[src/rtl/iexu_pkg.sv]
package iexu_pkg;
  typedef enum logic [2:0] {
    K_ADD, K_SUB, K_AND, K_OR, K_SLT, K_SLTU, K_SLL, K_SRL
  } kind_t;

  localparam logic [5:0] OPC_REG   = 6'h00;
  localparam logic [5:0] OPC_ADDI  = 6'h08;
  localparam logic [5:0] OPC_ADDIU = 6'h09;
  localparam logic [5:0] OPC_SLTI  = 6'h0A;
  localparam logic [5:0] OPC_SLTIU = 6'h0B;
  localparam logic [5:0] OPC_ANDI  = 6'h0C;
  localparam logic [5:0] OPC_ORI   = 6'h0D;

  localparam logic [5:0] FN_SLL  = 6'h00;
  localparam logic [5:0] FN_SRL  = 6'h02;
  localparam logic [5:0] FN_ADD  = 6'h20;
  localparam logic [5:0] FN_ADDU = 6'h21;
  localparam logic [5:0] FN_SUB  = 6'h22;
  localparam logic [5:0] FN_SUBU = 6'h23;
  localparam logic [5:0] FN_AND  = 6'h24;
  localparam logic [5:0] FN_OR   = 6'h25;
  localparam logic [5:0] FN_SLT  = 6'h2A;
  localparam logic [5:0] FN_SLTU = 6'h2B;
endpackage

[src/rtl/iexu_decode.sv]
module iexu_decode
  import iexu_pkg::*;
(
  input  logic [5:0] opcode,
  input  logic [5:0] funct,
  output kind_t      kind,
  output logic       use_imm,
  output logic       imm_sign,
  output logic       trap_en,
  output logic       bad
);
  always_comb begin
    kind     = K_ADD;
    use_imm  = 1'b0;
    imm_sign = 1'b0;
    trap_en  = 1'b0;
    bad      = 1'b0;
    unique case (opcode)
      OPC_REG: begin
        unique case (funct)
          FN_SLL:  kind = K_SLL;
          FN_SRL:  kind = K_SRL;
          FN_ADD:  begin kind = K_ADD; trap_en = 1'b1; end
          FN_ADDU: kind = K_ADD;
          FN_SUB:  begin kind = K_SUB; trap_en = 1'b1; end
          FN_SUBU: kind = K_SUB;
          FN_AND:  kind = K_AND;
          FN_OR:   kind = K_OR;
          FN_SLT:  kind = K_SLT;
          FN_SLTU: kind = K_SLTU;
          default: bad = 1'b1;
        endcase
      end
      OPC_ADDI:  begin kind = K_ADD;  use_imm = 1'b1; imm_sign = 1'b1; trap_en = 1'b1; end
      OPC_ADDIU: begin kind = K_ADD;  use_imm = 1'b1; imm_sign = 1'b1; end
      OPC_SLTI:  begin kind = K_SLT;  use_imm = 1'b1; imm_sign = 1'b1; end
      OPC_SLTIU: begin kind = K_SLTU; use_imm = 1'b1; imm_sign = 1'b1; end
      OPC_ANDI:  begin kind = K_AND;  use_imm = 1'b1; end
      OPC_ORI:   begin kind = K_OR;   use_imm = 1'b1; end
      default:   bad = 1'b1;
    endcase
  end
endmodule

[src/rtl/iexu_alu.sv]
module iexu_alu
  import iexu_pkg::*;
#(
  parameter int DATA_W = 32
) (
  input  logic [DATA_W-1:0] a,
  input  logic [DATA_W-1:0] b,
  input  kind_t             kind,
  output logic [DATA_W-1:0] y,
  output logic              sovf
);
  localparam int MSB = DATA_W - 1;

  logic              do_sub;
  logic [DATA_W-1:0] b_eff;
  logic [DATA_W:0]   wide;
  logic [DATA_W-1:0] sum;
  logic              carry;
  logic              lt_s;
  logic              lt_u;

  // Compares reuse the subtract path.
  assign do_sub = (kind == K_SUB) || (kind == K_SLT) || (kind == K_SLTU);
  assign b_eff  = do_sub ? ~b : b;
  assign wide   = {1'b0, a} + {1'b0, b_eff} + {{DATA_W{1'b0}}, do_sub};
  assign sum    = wide[DATA_W-1:0];
  assign carry  = wide[DATA_W];

  // Same-sign inputs to the adder producing a flipped sign bit.
  assign sovf = (a[MSB] == b_eff[MSB]) && (sum[MSB] != a[MSB]);
  assign lt_s = sum[MSB] ^ sovf;
  assign lt_u = ~carry;

  always_comb begin
    unique case (kind)
      K_ADD, K_SUB: y = sum;
      K_AND:        y = a & b;
      K_OR:         y = a | b;
      K_SLT:        y = {{(DATA_W-1){1'b0}}, lt_s};
      K_SLTU:       y = {{(DATA_W-1){1'b0}}, lt_u};
      default:      y = '0;
    endcase
  end
endmodule

[src/rtl/iexu_shift.sv]
module iexu_shift #(
  parameter int DATA_W = 32,
  parameter int SH_W   = $clog2(DATA_W)
) (
  input  logic [DATA_W-1:0] din,
  input  logic [SH_W-1:0]   amt,
  input  logic              right,
  output logic [DATA_W-1:0] dout
);
  logic [DATA_W-1:0] stage [SH_W+1];

  assign stage[0] = din;

  // One fixed power-of-two stage per amount bit: equal delay for any amount.
  for (genvar k = 0; k < SH_W; k++) begin : g_stage
    localparam int DIST = 1 << k;
    logic [DATA_W-1:0] moved;
    assign moved = right ? (stage[k] >> DIST) : (stage[k] << DIST);
    assign stage[k+1] = amt[k] ? moved : stage[k];
  end

  assign dout = stage[SH_W];
endmodule

[src/rtl/iexu_byte_ext.sv]
module iexu_byte_ext #(
  parameter int DATA_W = 32,
  parameter int BYTE_W = 8
) (
  input  logic [BYTE_W-1:0] bval,
  input  logic              sgn,
  output logic [DATA_W-1:0] word
);
  localparam int PAD_W = DATA_W - BYTE_W;

  logic fill;
  assign fill = sgn & bval[BYTE_W-1];
  assign word = {{PAD_W{fill}}, bval};
endmodule

[src/rtl/int_exec_unit.sv]
module int_exec_unit
  import iexu_pkg::*;
#(
  parameter int DATA_W  = 32,
  parameter int INSTR_W = 32,
  parameter int IMM_W   = 16,
  parameter int BYTE_W  = 8
) (
  input  logic               clk,
  input  logic               rst,
  input  logic               in_valid,
  input  logic [INSTR_W-1:0] instr,
  input  logic [DATA_W-1:0]  opa,
  input  logic [DATA_W-1:0]  opb,
  input  logic               byte_load,
  input  logic               byte_signed,
  input  logic [BYTE_W-1:0]  byte_val,
  output logic               out_valid,
  output logic [DATA_W-1:0]  result,
  output logic               ovf_exc,
  output logic               illegal,
  output logic [DATA_W-1:0]  ld_word
);
  localparam int SH_W  = $clog2(DATA_W);
  localparam int SH_LO = 6;
  localparam int EXT_W = DATA_W - IMM_W;

  kind_t             kind;
  logic              use_imm, imm_sign, trap_en, bad;
  logic [IMM_W-1:0]  imm;
  logic [DATA_W-1:0] imm_ext, b_sel, alu_y, sh_y, ext_w, nxt_res;
  logic              sovf, is_shift;

  iexu_decode u_dec (
    .opcode   (instr[INSTR_W-1 -: 6]),
    .funct    (instr[5:0]),
    .kind     (kind),
    .use_imm  (use_imm),
    .imm_sign (imm_sign),
    .trap_en  (trap_en),
    .bad      (bad)
  );

  assign imm     = instr[IMM_W-1:0];
  assign imm_ext = {{EXT_W{imm_sign & imm[IMM_W-1]}}, imm};
  assign b_sel   = use_imm ? imm_ext : opb;

  iexu_alu #(.DATA_W(DATA_W)) u_alu (
    .a    (opa),
    .b    (b_sel),
    .kind (kind),
    .y    (alu_y),
    .sovf (sovf)
  );

  iexu_shift #(.DATA_W(DATA_W), .SH_W(SH_W)) u_sh (
    .din   (opb),
    .amt   (instr[SH_LO +: SH_W]),
    .right (kind == K_SRL),
    .dout  (sh_y)
  );

  iexu_byte_ext #(.DATA_W(DATA_W), .BYTE_W(BYTE_W)) u_bx (
    .bval (byte_val),
    .sgn  (byte_signed),
    .word (ext_w)
  );

  assign is_shift = (kind == K_SLL) || (kind == K_SRL);
  assign nxt_res  = bad ? '0 : (is_shift ? sh_y : alu_y);

  always_ff @(posedge clk) begin
    if (rst) begin
      out_valid <= 1'b0;
      result    <= '0;
      ovf_exc   <= 1'b0;
      illegal   <= 1'b0;
      ld_word   <= '0;
    end else begin
      out_valid <= in_valid;
      result    <= in_valid ? nxt_res : '0;
      ovf_exc   <= in_valid & ~bad & trap_en & sovf;
      illegal   <= in_valid & bad;
      ld_word   <= byte_load ? ext_w : '0;
    end
  end
endmodule

[config.mk]
export PLATFORM = sky130hd
export DESIGN_NAME = int_exec_unit
export DESIGN_NICKNAME = d
export VERILOG_FILES = /design/src/rtl/iexu_pkg.sv /design/src/rtl/iexu_decode.sv /design/src/rtl/iexu_alu.sv /design/src/rtl/iexu_shift.sv /design/src/rtl/iexu_byte_ext.sv /design/src/rtl/int_exec_unit.sv
export SDC_FILE = /design/constraint.sdc
export NUM_CORES = 1
export LEC_CHECK = 0
export BUFFER_PORTS_ARGS = -buffer_cell sky130_fd_sc_hd__buf_2
export CORE_UTILIZATION = 35
export CTS_CLUSTER_SIZE = 10
export DETAILED_ROUTE_END_ITERATION = 7
export PLACE_DENSITY = 0.66
export SLEW_MARGIN = 0
export SYNTH_ARGS = -nofsm -noshare
export SYNTH_HDL_FRONTEND = slang
export SYNTH_SLANG_ARGS = --single-unit
[constraint.sdc]
create_clock -name clk -period 12.3 [get_ports clk]
set_clock_uncertainty 0.1 [all_clocks]
set_input_delay 0 -clock clk [delete_from_list [all_inputs] [get_ports clk]]
set_output_delay 0 -clock clk [all_outputs]
set_load 0.05 [all_outputs]
==> reports/qor.yml <==
power:
  p_per_area_mw_per_mm2: 73.7
  power_mw: 0.725
  ir_drop_uv: 46.4
  leakage_nw: 4.03
cells_and_area:
  final_common_cell: "buf_2"
  nets: 1529
  areaGrowthSynthToFinish_pct: 12.2
  drive_above_1_share_pct: 17.6
  final_cell_mix: "164 x buf_2, 144 x a21oi_1, 124 x o21ai_0"
  antennaDiodeCount: 0
synth:
  yosys.area_share.simple_pct: 24.2
  yosysWarnings: 0
  netlist_area_mm2: 0.00876
  async_flop_share_pct: 0
  synthAdderAreaFrac_pct: 6.05
  synth_compound_area_share_pct: 38.3
  syn_nets: 1458
  synth_seq_cells: 44
  syn_area_per_cell_um2: 6.66
  synth-edff-count: 0
  synth_top_family_by_area: "compound AO/OA/AOI/OAI gates"
  ys_seq_area_share_pct: 10.1
  syn_inst: 1316
  synthXorXnorAreaFrac_pct: 5.80
  synth_cell_types: 92
  synth.mux.area_fraction_pct: 6.92
  synth_flop_cell: "dfxtp_1"
flow_run:
  cap_violations: 0
grt:
  grt_pass1_vias: 9963
  grt_usage_pct: 30.4
  grt_max_degree: 75
  overflow: 0
  antenna_found_initial: 0
  grt_pass1_wl_mm: 60.7
clocking:
  cts-buffers-inserted: 5
  clk_pin_slew_ps: 80
  cts_root_buf: "clkbuf_16"
  clk_path_buf_depth: 2
  numClockSinks: 44
  htree_levels: 2
  cts_resized: 0
  cts_tree: "done"
detailed_routing:
  routed_wl_mm: 40.1
  drc: 21
  dr.pass1.iters: 8
  detail_route.wl_per_cell_um: 23.4
  via_per_inst: 6.46
  drtAntennaViolNets: 0
  num_vias: 11054
  drtIter0Drc: 1439
placed_design:
  dp_hpwl_mm: 30.0
  port_buffers: 165
  gp_congestion: 0.968
timing:
  whs_ps: 11.3
  rsz0062_at_grt: "no"
  finalMaxSlewViolations: 0
  setup_viol: 0
  hold_viol_final: 0
  fin_crit_sh_pct: 46.2
  worst_slew_pin_slew_ps: 1250
  fmax_mhz: 176
  setup_tns_ps: 0
  period_minus_slack_ps: 5680
  slew_headroom_pct: 14.6
floorplan:
  fp.dieH_um: 160
  die_area_mm2: 0.0257
  pin_count: 176
  die_w_um: 160
  core_mm2: 0.0245
  start_util_pct: 35.8
  rows: 57
setup_path:
  cp.arrival_ps: 5780
  crit_type: "input port to register"
  worstPathRequired_ps: 12390
  path_max_fanout: 31
  critPathCaptureType: "register"
  start_kind: "input port"
run_status:
  run_status: "finished with violations"
  violations: "DRC"
worst_hold_path:
  worst_hold_path_type: "input port to register"
  min_path_cells: 3
==> synthesized netlist by cell type (8+ instances only) <==
| cell | instances | area (µm²) |
|---|---|---|
| nand3_1 | 53 | 265 |
| nand4_1 | 11 | 68.8 |
| ha_1 | 32 | 400 |
| a311oi_1 | 13 | 114 |
| buf_2 | 15 | 75.1 |
| o22ai_1 | 8 | 50.1 |
| nor4_1 | 11 | 68.8 |
| a31oi_1 | 30 | 188 |
| nand2b_1 | 19 | 119 |
| o21a_1 | 8 | 60.1 |
| buf_1 | 15 | 56.3 |
| xor2_1 | 40 | 350 |
| mux4_2 | 9 | 203 |
| clkbuf_1 | 76 | 285 |
| buf_4 | 24 | 180 |
| a211oi_1 | 18 | 135 |
| nor2_1 | 124 | 465 |
| and2_1 | 17 | 106 |
| o221ai_1 | 8 | 70.1 |
| maj3_1 | 11 | 110 |
| o21ai_0 | 124 | 621 |
| nor3_1 | 28 | 140 |
| nor2b_1 | 14 | 87.6 |
| mux2_2 | 11 | 124 |
| a21o_1 | 17 | 128 |
| dfxtp_1 | 44 | 881 |
| nand2_1 | 123 | 462 |
| inv_1 | 32 | 120 |
| xnor2_1 | 18 | 158 |
| or3_1 | 9 | 56.3 |
| a21oi_1 | 144 | 721 |
| o31ai_1 | 12 | 90.1 |
| mux2i_1 | 28 | 280 |
| o211ai_1 | 21 | 158 |
==> metal layers <==
layer,up-vias,wire (µm),track usage (%)
met5,-,0,0
met3,110,4220,4.88
met2,759,17800,48.3
li1,5053,-,-
met4,0,1930,13.7
met1,5132,16100,40.2
==> cell type report <==
cell class | count | area [µm²]
timing repair buffer | 197 | 1100
clock inverter | 2 | 38.8
sequential | 44 | 881
multi-input combinational | 1105 | 7140
tap | 324 | 405
clock buffer | 6 | 139
fill | 2571 | 14600
inverter | 34 | 128
==> cell families after synthesis <==
family | Yosys count
buf+inv | 167
xor+xnor | 58
fa+ha+maj | 44
compound gates | 512
mux | 48
simple gates | 443
flops | 44
==> flip-flops by register name, summed over array words and instances (netlist names) <==
signal,flops
illegal,1
out_valid,1
ld_word,9
ovf_exc,1
result,32
==> critical path, cell delays in order <==
cell       delay, ps
buf_2            170
nor4_4           350
nand2_2          180
o32a_1           370
buf_4            250
nand2_1          110
buf_4            470
xnor2_1          210
fa_1             440
a21oi_1          260
o2111ai_1        210
a221oi_1         570
o21ba_2          300
nor3_1            90
o41ai_1          880
o21ai_0          250
xor2_1           200
a21oi_1          130
nor4_1           320
==> per-stage QoR <==
stage,cell area (µm²),utilization (%),worst slack (ps),instances
floorplan,8760,-,7610,1316
global placement,9540,39.0,6440,1693
detailed placement,9540,39.0,6440,1693
CTS,9830,40.2,6710,1712
global route,9830,40.2,6310,1712
finish,9830,40.2,6620,1712
==> what timing repair did <==
action	CTS	global route
endpoints found under the hold margin	10	0
hold buffers	11	0
buffers inserted	0	0
==> final timing paths <==
check / start / endpoint / slack (ps)
setup / recovery: instr[28] / result[28] / 6620
hold / removal: opa[31] / ovf_exc / 10
==> report_power, final <==
| group | total [mW] | switching, mW | internal [mW] |
|---|---|---|---|
| sequential | 0.147 | 0.00113 | 0.145 |
| clock | 0.164 | 0.0616 | 0.102 |
| combinational | 0.415 | 0.273 | 0.142 |
Power figures use the tool's default switching activity.
